### config.mk
export PLATFORM = sky130hd
export DESIGN_NAME = rtd_fltcyc_seq
export DESIGN_NICKNAME = d
export VERILOG_FILES = /design/src/rtl/rfc_pkg.sv /design/src/rtl/rfc_cfg_decode.sv /design/src/rtl/rfc_settle_timer.sv /design/src/rtl/rfc_seq_fsm.sv /design/src/rtl/rtd_fltcyc_seq.sv
export SDC_FILE = /design/constraint.sdc
export NUM_CORES = 1
export LEC_CHECK = 0
export CAP_MARGIN = 15
export CORE_MARGIN = 5
export CORE_UTILIZATION = 40
export DETAILED_ROUTE_END_ITERATION = 6
export PLACE_DENSITY_LB_ADDON = 0.25
export RECOVER_POWER = 100
export SLEW_MARGIN = 20
export SYNTH_ARGS = -nofsm -noshare
export SYNTH_HDL_FRONTEND = slang
export SYNTH_SLANG_ARGS = --single-unit
### constraint.sdc
create_clock -name clk -period 2.1 [get_ports clk]
set_input_delay 0.42 -clock clk [delete_from_list [all_inputs] [get_ports clk]]
set_output_delay 0.42 -clock clk [all_outputs]
set_load 0.05 [all_outputs]
### src/rtl/rfc_pkg.sv
package rfc_pkg;
  typedef enum logic [2:0] {
    ST_IDLE,
    ST_AUTO_CLOSED,
    ST_AUTO_OPEN,
    ST_MAN1,
    ST_MAN_WAIT,
    ST_MAN2
  } seq_state_t;

  typedef enum logic [1:0] {
    CMD_NONE,
    CMD_AUTO,
    CMD_STEP1,
    CMD_STEP2
  } cmd_t;

  localparam logic [1:0] FLD_IDLE = 2'b00;
  localparam logic [1:0] FLD_AUTO = 2'b01;
  localparam logic [1:0] FLD_MAN1 = 2'b10;
  localparam logic [1:0] FLD_MAN2 = 2'b11;

  localparam int CFG_W       = 8;
  localparam int CFG_BIAS    = 7;
  localparam int CFG_CONT    = 6;
  localparam int CFG_ONESHOT = 5;
  localparam int CFG_FLD_LO  = 2;

  localparam int N_FLAGS     = 3;
  localparam int STAT_LSB    = 3;
endpackage

### src/rtl/rfc_cfg_decode.sv
module rfc_cfg_decode
  import rfc_pkg::*;
(
  input  logic [CFG_W-1:0] data,
  output cmd_t             cmd
);
  logic [1:0] fld;
  logic       legal;
  logic       unused_bits;

  assign fld         = data[CFG_FLD_LO+1:CFG_FLD_LO];
  assign legal       = data[CFG_BIAS] & ~data[CFG_CONT] & ~data[CFG_ONESHOT];
  assign unused_bits = ^{data[4], data[1:0]};

  always_comb begin
    cmd = CMD_NONE;
    if (legal) begin
      unique case (fld)
        FLD_AUTO: cmd = CMD_AUTO;
        FLD_MAN1: cmd = CMD_STEP1;
        FLD_MAN2: cmd = CMD_STEP2;
        default:  cmd = CMD_NONE;
      endcase
    end
  end
endmodule

### src/rtl/rfc_settle_timer.sv
module rfc_settle_timer #(
  parameter int LIMIT = 12500,
  localparam int CNT_W = (LIMIT > 1) ? $clog2(LIMIT) : 1
) (
  input  logic clk,
  input  logic rst_n,
  input  logic load,
  input  logic run,
  output logic done
);
  logic [CNT_W-1:0] cnt;

  always_ff @(posedge clk or negedge rst_n) begin
    if (!rst_n)
      cnt <= '0;
    else if (load)
      cnt <= CNT_W'(LIMIT - 1);
    else if (run && cnt != '0)
      cnt <= cnt - 1'b1;
  end

  assign done = run && (cnt == '0);
endmodule

### src/rtl/rfc_seq_fsm.sv
module rfc_seq_fsm
  import rfc_pkg::*;
(
  input  logic       clk,
  input  logic       rst_n,
  input  logic       take,
  input  cmd_t       cmd,
  input  logic       tmr_done,
  output seq_state_t state,
  output logic       ready,
  output logic       tmr_load,
  output logic       tmr_run,
  output logic       samp_closed,
  output logic       samp_open,
  output logic       cmd_acc
);
  seq_state_t nxt;

  always_comb begin
    nxt         = state;
    tmr_load    = 1'b0;
    samp_closed = 1'b0;
    samp_open   = 1'b0;
    cmd_acc     = 1'b0;
    unique case (state)
      ST_IDLE: begin
        if (take && (cmd == CMD_AUTO || cmd == CMD_STEP2)) begin
          nxt      = ST_AUTO_CLOSED;
          tmr_load = 1'b1;
          cmd_acc  = 1'b1;
        end else if (take && cmd == CMD_STEP1) begin
          nxt     = ST_MAN1;
          cmd_acc = 1'b1;
        end
      end
      ST_AUTO_CLOSED: begin
        if (tmr_done) begin
          nxt         = ST_AUTO_OPEN;
          tmr_load    = 1'b1;
          samp_closed = 1'b1;
        end
      end
      ST_AUTO_OPEN: begin
        if (tmr_done) begin
          nxt       = ST_IDLE;
          samp_open = 1'b1;
        end
      end
      ST_MAN1: begin
        nxt         = ST_MAN_WAIT;
        samp_closed = 1'b1;
      end
      ST_MAN_WAIT: begin
        if (take && cmd == CMD_STEP2) begin
          nxt     = ST_MAN2;
          cmd_acc = 1'b1;
        end
      end
      ST_MAN2: begin
        nxt       = ST_IDLE;
        samp_open = 1'b1;
      end
      default: nxt = ST_IDLE;
    endcase
  end

  always_ff @(posedge clk or negedge rst_n) begin
    if (!rst_n) state <= ST_IDLE;
    else        state <= nxt;
  end

  assign ready   = (state == ST_IDLE) || (state == ST_MAN_WAIT);
  assign tmr_run = (state == ST_AUTO_CLOSED) || (state == ST_AUTO_OPEN);
endmodule

### src/rtl/rtd_fltcyc_seq.sv
module rtd_fltcyc_seq
  import rfc_pkg::*;
#(
  parameter int CLK_HZ    = 125_000_000,
  parameter int SETTLE_US = 100,
  localparam int RAW_CYC    = (CLK_HZ / 1_000_000) * SETTLE_US,
  localparam int SETTLE_CYC = (RAW_CYC < 1) ? 1 : RAW_CYC
) (
  input  logic             clk,
  input  logic             rst_n,
  input  logic             cfg_valid,
  output logic             cfg_ready,
  input  logic [CFG_W-1:0] cfg_data,
  input  logic             cmp_refn_high,
  input  logic             cmp_refn_low,
  input  logic             cmp_rtdn_low,
  output logic             ret_sw_open,
  output logic [1:0]       cycle_field,
  output logic             force_single_mode,
  output logic [7:0]       fault_status,
  output logic             rtd_fault
);
  cmd_t       cmd;
  seq_state_t state;
  logic       take, tmr_load, tmr_run, tmr_done;
  logic       samp_closed, samp_open, cmd_acc;
  logic       force_q;
  logic [N_FLAGS-1:0] flag_in, flag_en, flag_q;

  assign take = cfg_valid && cfg_ready;

  rfc_cfg_decode u_dec (
    .data (cfg_data),
    .cmd  (cmd)
  );

  rfc_seq_fsm u_fsm (
    .clk         (clk),
    .rst_n       (rst_n),
    .take        (take),
    .cmd         (cmd),
    .tmr_done    (tmr_done),
    .state       (state),
    .ready       (cfg_ready),
    .tmr_load    (tmr_load),
    .tmr_run     (tmr_run),
    .samp_closed (samp_closed),
    .samp_open   (samp_open),
    .cmd_acc     (cmd_acc)
  );

  rfc_settle_timer #(.LIMIT(SETTLE_CYC)) u_tmr (
    .clk   (clk),
    .rst_n (rst_n),
    .load  (tmr_load),
    .run   (tmr_run),
    .done  (tmr_done)
  );

  // flag index 2 -> status bit 5, 1 -> bit 4, 0 -> bit 3
  assign flag_in = {cmp_refn_high, cmp_refn_low, cmp_rtdn_low};
  assign flag_en = {samp_closed, samp_open, samp_open};

  for (genvar i = 0; i < N_FLAGS; i++) begin : g_sticky
    always_ff @(posedge clk or negedge rst_n) begin
      if (!rst_n)
        flag_q[i] <= 1'b0;
      else if (flag_en[i] && flag_in[i])
        flag_q[i] <= 1'b1;
    end
  end

  always_ff @(posedge clk or negedge rst_n) begin
    if (!rst_n) force_q <= 1'b0;
    else        force_q <= cmd_acc;
  end

  always_comb begin
    unique case (state)
      ST_AUTO_CLOSED, ST_AUTO_OPEN: cycle_field = FLD_AUTO;
      ST_MAN1, ST_MAN_WAIT:         cycle_field = FLD_MAN1;
      ST_MAN2:                      cycle_field = FLD_MAN2;
      default:                      cycle_field = FLD_IDLE;
    endcase
  end

  assign ret_sw_open       = (state == ST_AUTO_OPEN) || (state == ST_MAN_WAIT) ||
                             (state == ST_MAN2);
  assign force_single_mode = force_q;
  assign fault_status      = {2'b00, flag_q, 3'b000};
  assign rtd_fault         = |flag_q;
endmodule

==> results.toml <==
[synthesis]
synthArstFlopShare_pct = 100.0
ys_types = 37
yosys_warnings = 0
synth_ff_type = "dfrtp_1"
synth_top_area_cell = "dfrtp_1"
yosys_register_bits = 21
synthTopCellsByArea = "dfrtp_1, xor2_1, nand2_1"
synth_top_area_share_pct = 43.52
synth_area_um2 = 1207
synth_edf_count = 0
syn_inst = 128
yosysSeqAreaShare_pct = 43.52
post_synth.cell_area_avg_um2 = 9.433

[finish]
insertedDiodeCount = 0
fillers = 291
syn2layout_area_growth_pct = 17.31
final_area_um2 = 1416
ff_latch_area_um2 = 525.5
multiInputGateArea_um2 = 608.1
nets = 167
final_layout_size_suffix_gt1_share_pct = 11.33

[floorplan]
die_y_um = 64.94
io_pins = 28
start_util_pct = 40.55
core_um2 = 2978
rows = 20
die_area_um2 = 4217
fp.dieW_um = 64.94

[cts]
clk_latency_ps = 300
clk_path_buf_depth = 2
cts_hold_buf = 0
clock-sinks = 21
cts_buffers = 3
clkSlewWorstSetupHoldPaths_ps = 120
cts_resized = 1
htreeDepth = 1
cts_setup_buffers = 0
cts_root_buffer = "clkbuf_4"
cts_tree = "built"

[critical_path]
crit_family = "buffers and inverters"
r2r_setup_slack_ps = 170
r2r.worst_path.cells = 7
crit_chain = "dlygate4sd3_1"
rr_endpoint = "u_tmr.cnt[10]$_DFFE_PN0P_"
worstPathRequired_ps = 1680
worstReg2RegStart = "u_tmr.cnt[0]$_DFFE_PN0P_"
worstPathMaxFanout = 3
crit_path_max_incr_delay_ps = 880
slowest_stage = "dlygate4sd3_1"
worst-setup-path-type = "flip-flop to output port"
endpoint_kind = "output port"
crit_buf_inv = 1
startpoint_type = "flip-flop"
cp.arrival_ps = 1570

[power]
clockPowerShare_pct = 30.0
internal_power_mw = 0.4927
p_leak_nw = 0.5818
ir_drop_v = 0.0001682
power.density_nw_per_um2 = 455.9
p_switching_mw = 0.1531
sequentialPowerShare_pct = 62.6
combPwrFrac_pct = 7.4
swShare_pct = 23.71

[routing]
first_pass_iters = 4
routed_wirelength_um = 2544
num_vias = 975
ant_nets = 0
drc = 0
drt_iter0_drc = 88
avgViaCountPerCell = 5.328
avgRoutedWirePerCell_um = 13.90

[run]
drv_cap = 0

[run_status]
status = "finished, final reports clean"

[timing]
tightestPinTransition_ps = 1103
fin_crit_ps = 1990
drv_slew = 0
finalCritPeriodShare_pct = 94.78
setup_violations = 0
rsz0062_at_grt = "false"
fmax_mhz = 502.4
slew_headroom_pct = 26.44
final-hold-violation-count = 0
fin_skew_ps = 10.09
final.setup.tns_ps = 0

[placement]
placed_area_um2 = 1429
dp_hpwl_um = 1976
io_buffers = 19
gpl.final_weighted_congestion = 0.9185

[global_route]
gr-usage-all-layers_pct = 13.67
grt_pass1_vias = 1056
grt_max_degree = 22
overflow = 0
antenna_found_initial = 0
grt_pass1_wl_um = 4623

[min_path]
whs_path_depth = 1
hp-class = "flip-flop to flip-flop"
holdPathEnd = "fault_status[4]$_DFFE_PN0P_"
min_from = "fault_status[4]$_DFFE_PN0P_"
-- layer usage --
metal / wire length (um) / GRT usage [%] / vias up
met5: 0 / 0 / -
met4: 0 / 3.958 / 0
met3: 121 / 2.773 / 0
met2: 1252 / 23.24 / 21
met1: 1170 / 17.42 / 475
li1: - / - / 479
-- worst reg2reg max path: stages (launching register included) --
cell     delay [ps]
dfrtp_1         400
inv_1           120
ha_1            180
or4b_1          450
nor4b_2         310
o31ai_1         140
xor2_1          200
nor2_2           50
-- area by class of cell --
type,count,share of cell area (%)
clock buffer,3,1.590
timing repair buffer,23,13.78
inverter,5,1.325
multi-input combinational,97,42.93
sequential,21,37.10
clock inverter,1,0.3534
tap,33,2.915
-- worst max path at each step --
stage	to	start	depth (start not counted)	slack, ps
2_1_floorplan	u_tmr.cnt[11]$_DFFE_PN0P_	u_fsm.state[0]$_DFFE_PN0P_	7	170
3_3_place_gp	u_tmr.cnt[5]$_DFFE_PN0P_	cfg_data[7]	6	40
3_5_place_dp	u_tmr.cnt[8]$_DFFE_PN0P_	cfg_data[7]	6	10
4_1_cts	rtd_fault	fault_status[4]$_DFFE_PN0P_	2	150
5_1_grt	fault_status[5]	fault_status[5]$_DFFE_PN0P_	1	40
6_report	fault_status[5]	fault_status[5]$_DFFE_PN0P_	1	110
-- registers in the layout, summed over array words and instances, names as in the netlist --
| register | count |
|---|---|
| force_single_mode | 1 |
| fault_status | 3 |
| u_fsm.state | 3 |
| u_tmr.cnt | 14 |
-- synth_stat cells, drive strengths merged (3+ instances only) --
cell type,count
o21ai,4
inv,5
xor2,11
buf,9
nor2,12
or3,3
nand2,18
nand4,6
nand3,8
dfrtp,21
nor3,4
-- cell families after synthesis --
kind of cell | Yosys count | share of synthesized area, %
flops | 21 | 43.52
simple gates | 64 | 30.78
compound gates | 12 | 6.737
fa+ha+maj | 3 | 2.901
other cells | 1 | 0.3106
xor+xnor | 13 | 9.430
buf+inv | 14 | 6.322
-- metrics by stage --
stage / std cells / utilization (%) / hold slack (ps) / power (mW) / setup WS [ps]
floorplan: 132 / - / 124.4 / 0.4410 / 171.1
global placement: 179 / 47.98 / 460.1 / 0.4617 / 41.22
detailed placement: 179 / 47.98 / 469.7 / 0.4625 / 11.51
CTS: 183 / 48.87 / 443.7 / 0.6569 / 147.0
global route: 183 / 47.56 / 518.3 / 0.6757 / 39.21
finish: 183 / 47.56 / 487.9 / 0.6458 / 109.6
-- power by group through the flow --
stage          logic, mW  clock network, mW  registers [mW]
2_1_floorplan     0.0289                  0           0.412
3_3_place_gp      0.0497                  0           0.412
3_5_place_dp      0.0505                  0           0.412
4_1_cts           0.0503              0.202           0.404
5_1_grt           0.0522              0.219           0.404
6_report          0.0478              0.194           0.404
-- layout by cell type, fill, tap and decap left out, types with 2 or more instances in the layout --
cell type / count
a21o_1: 2
buf_4: 3
clkbuf_2: 4
clkbuf_4: 3
clkdlybuf4s50_1: 9
conb_1: 5
dfrtp_1: 21
dlygate4sd3_1: 5
ha_1: 2
inv_1: 5
nand2_1: 18
nand3_1: 8
nand3b_1: 2
nand4_1: 6
nor2_1: 10
nor2_2: 2
nor3_1: 3
nor4_2: 2
o21ai_0: 2
o21ai_1: 2
or3_1: 3
xnor2_1: 2
xor2_1: 11
Note: power is estimated with default switching activity, not from simulation.
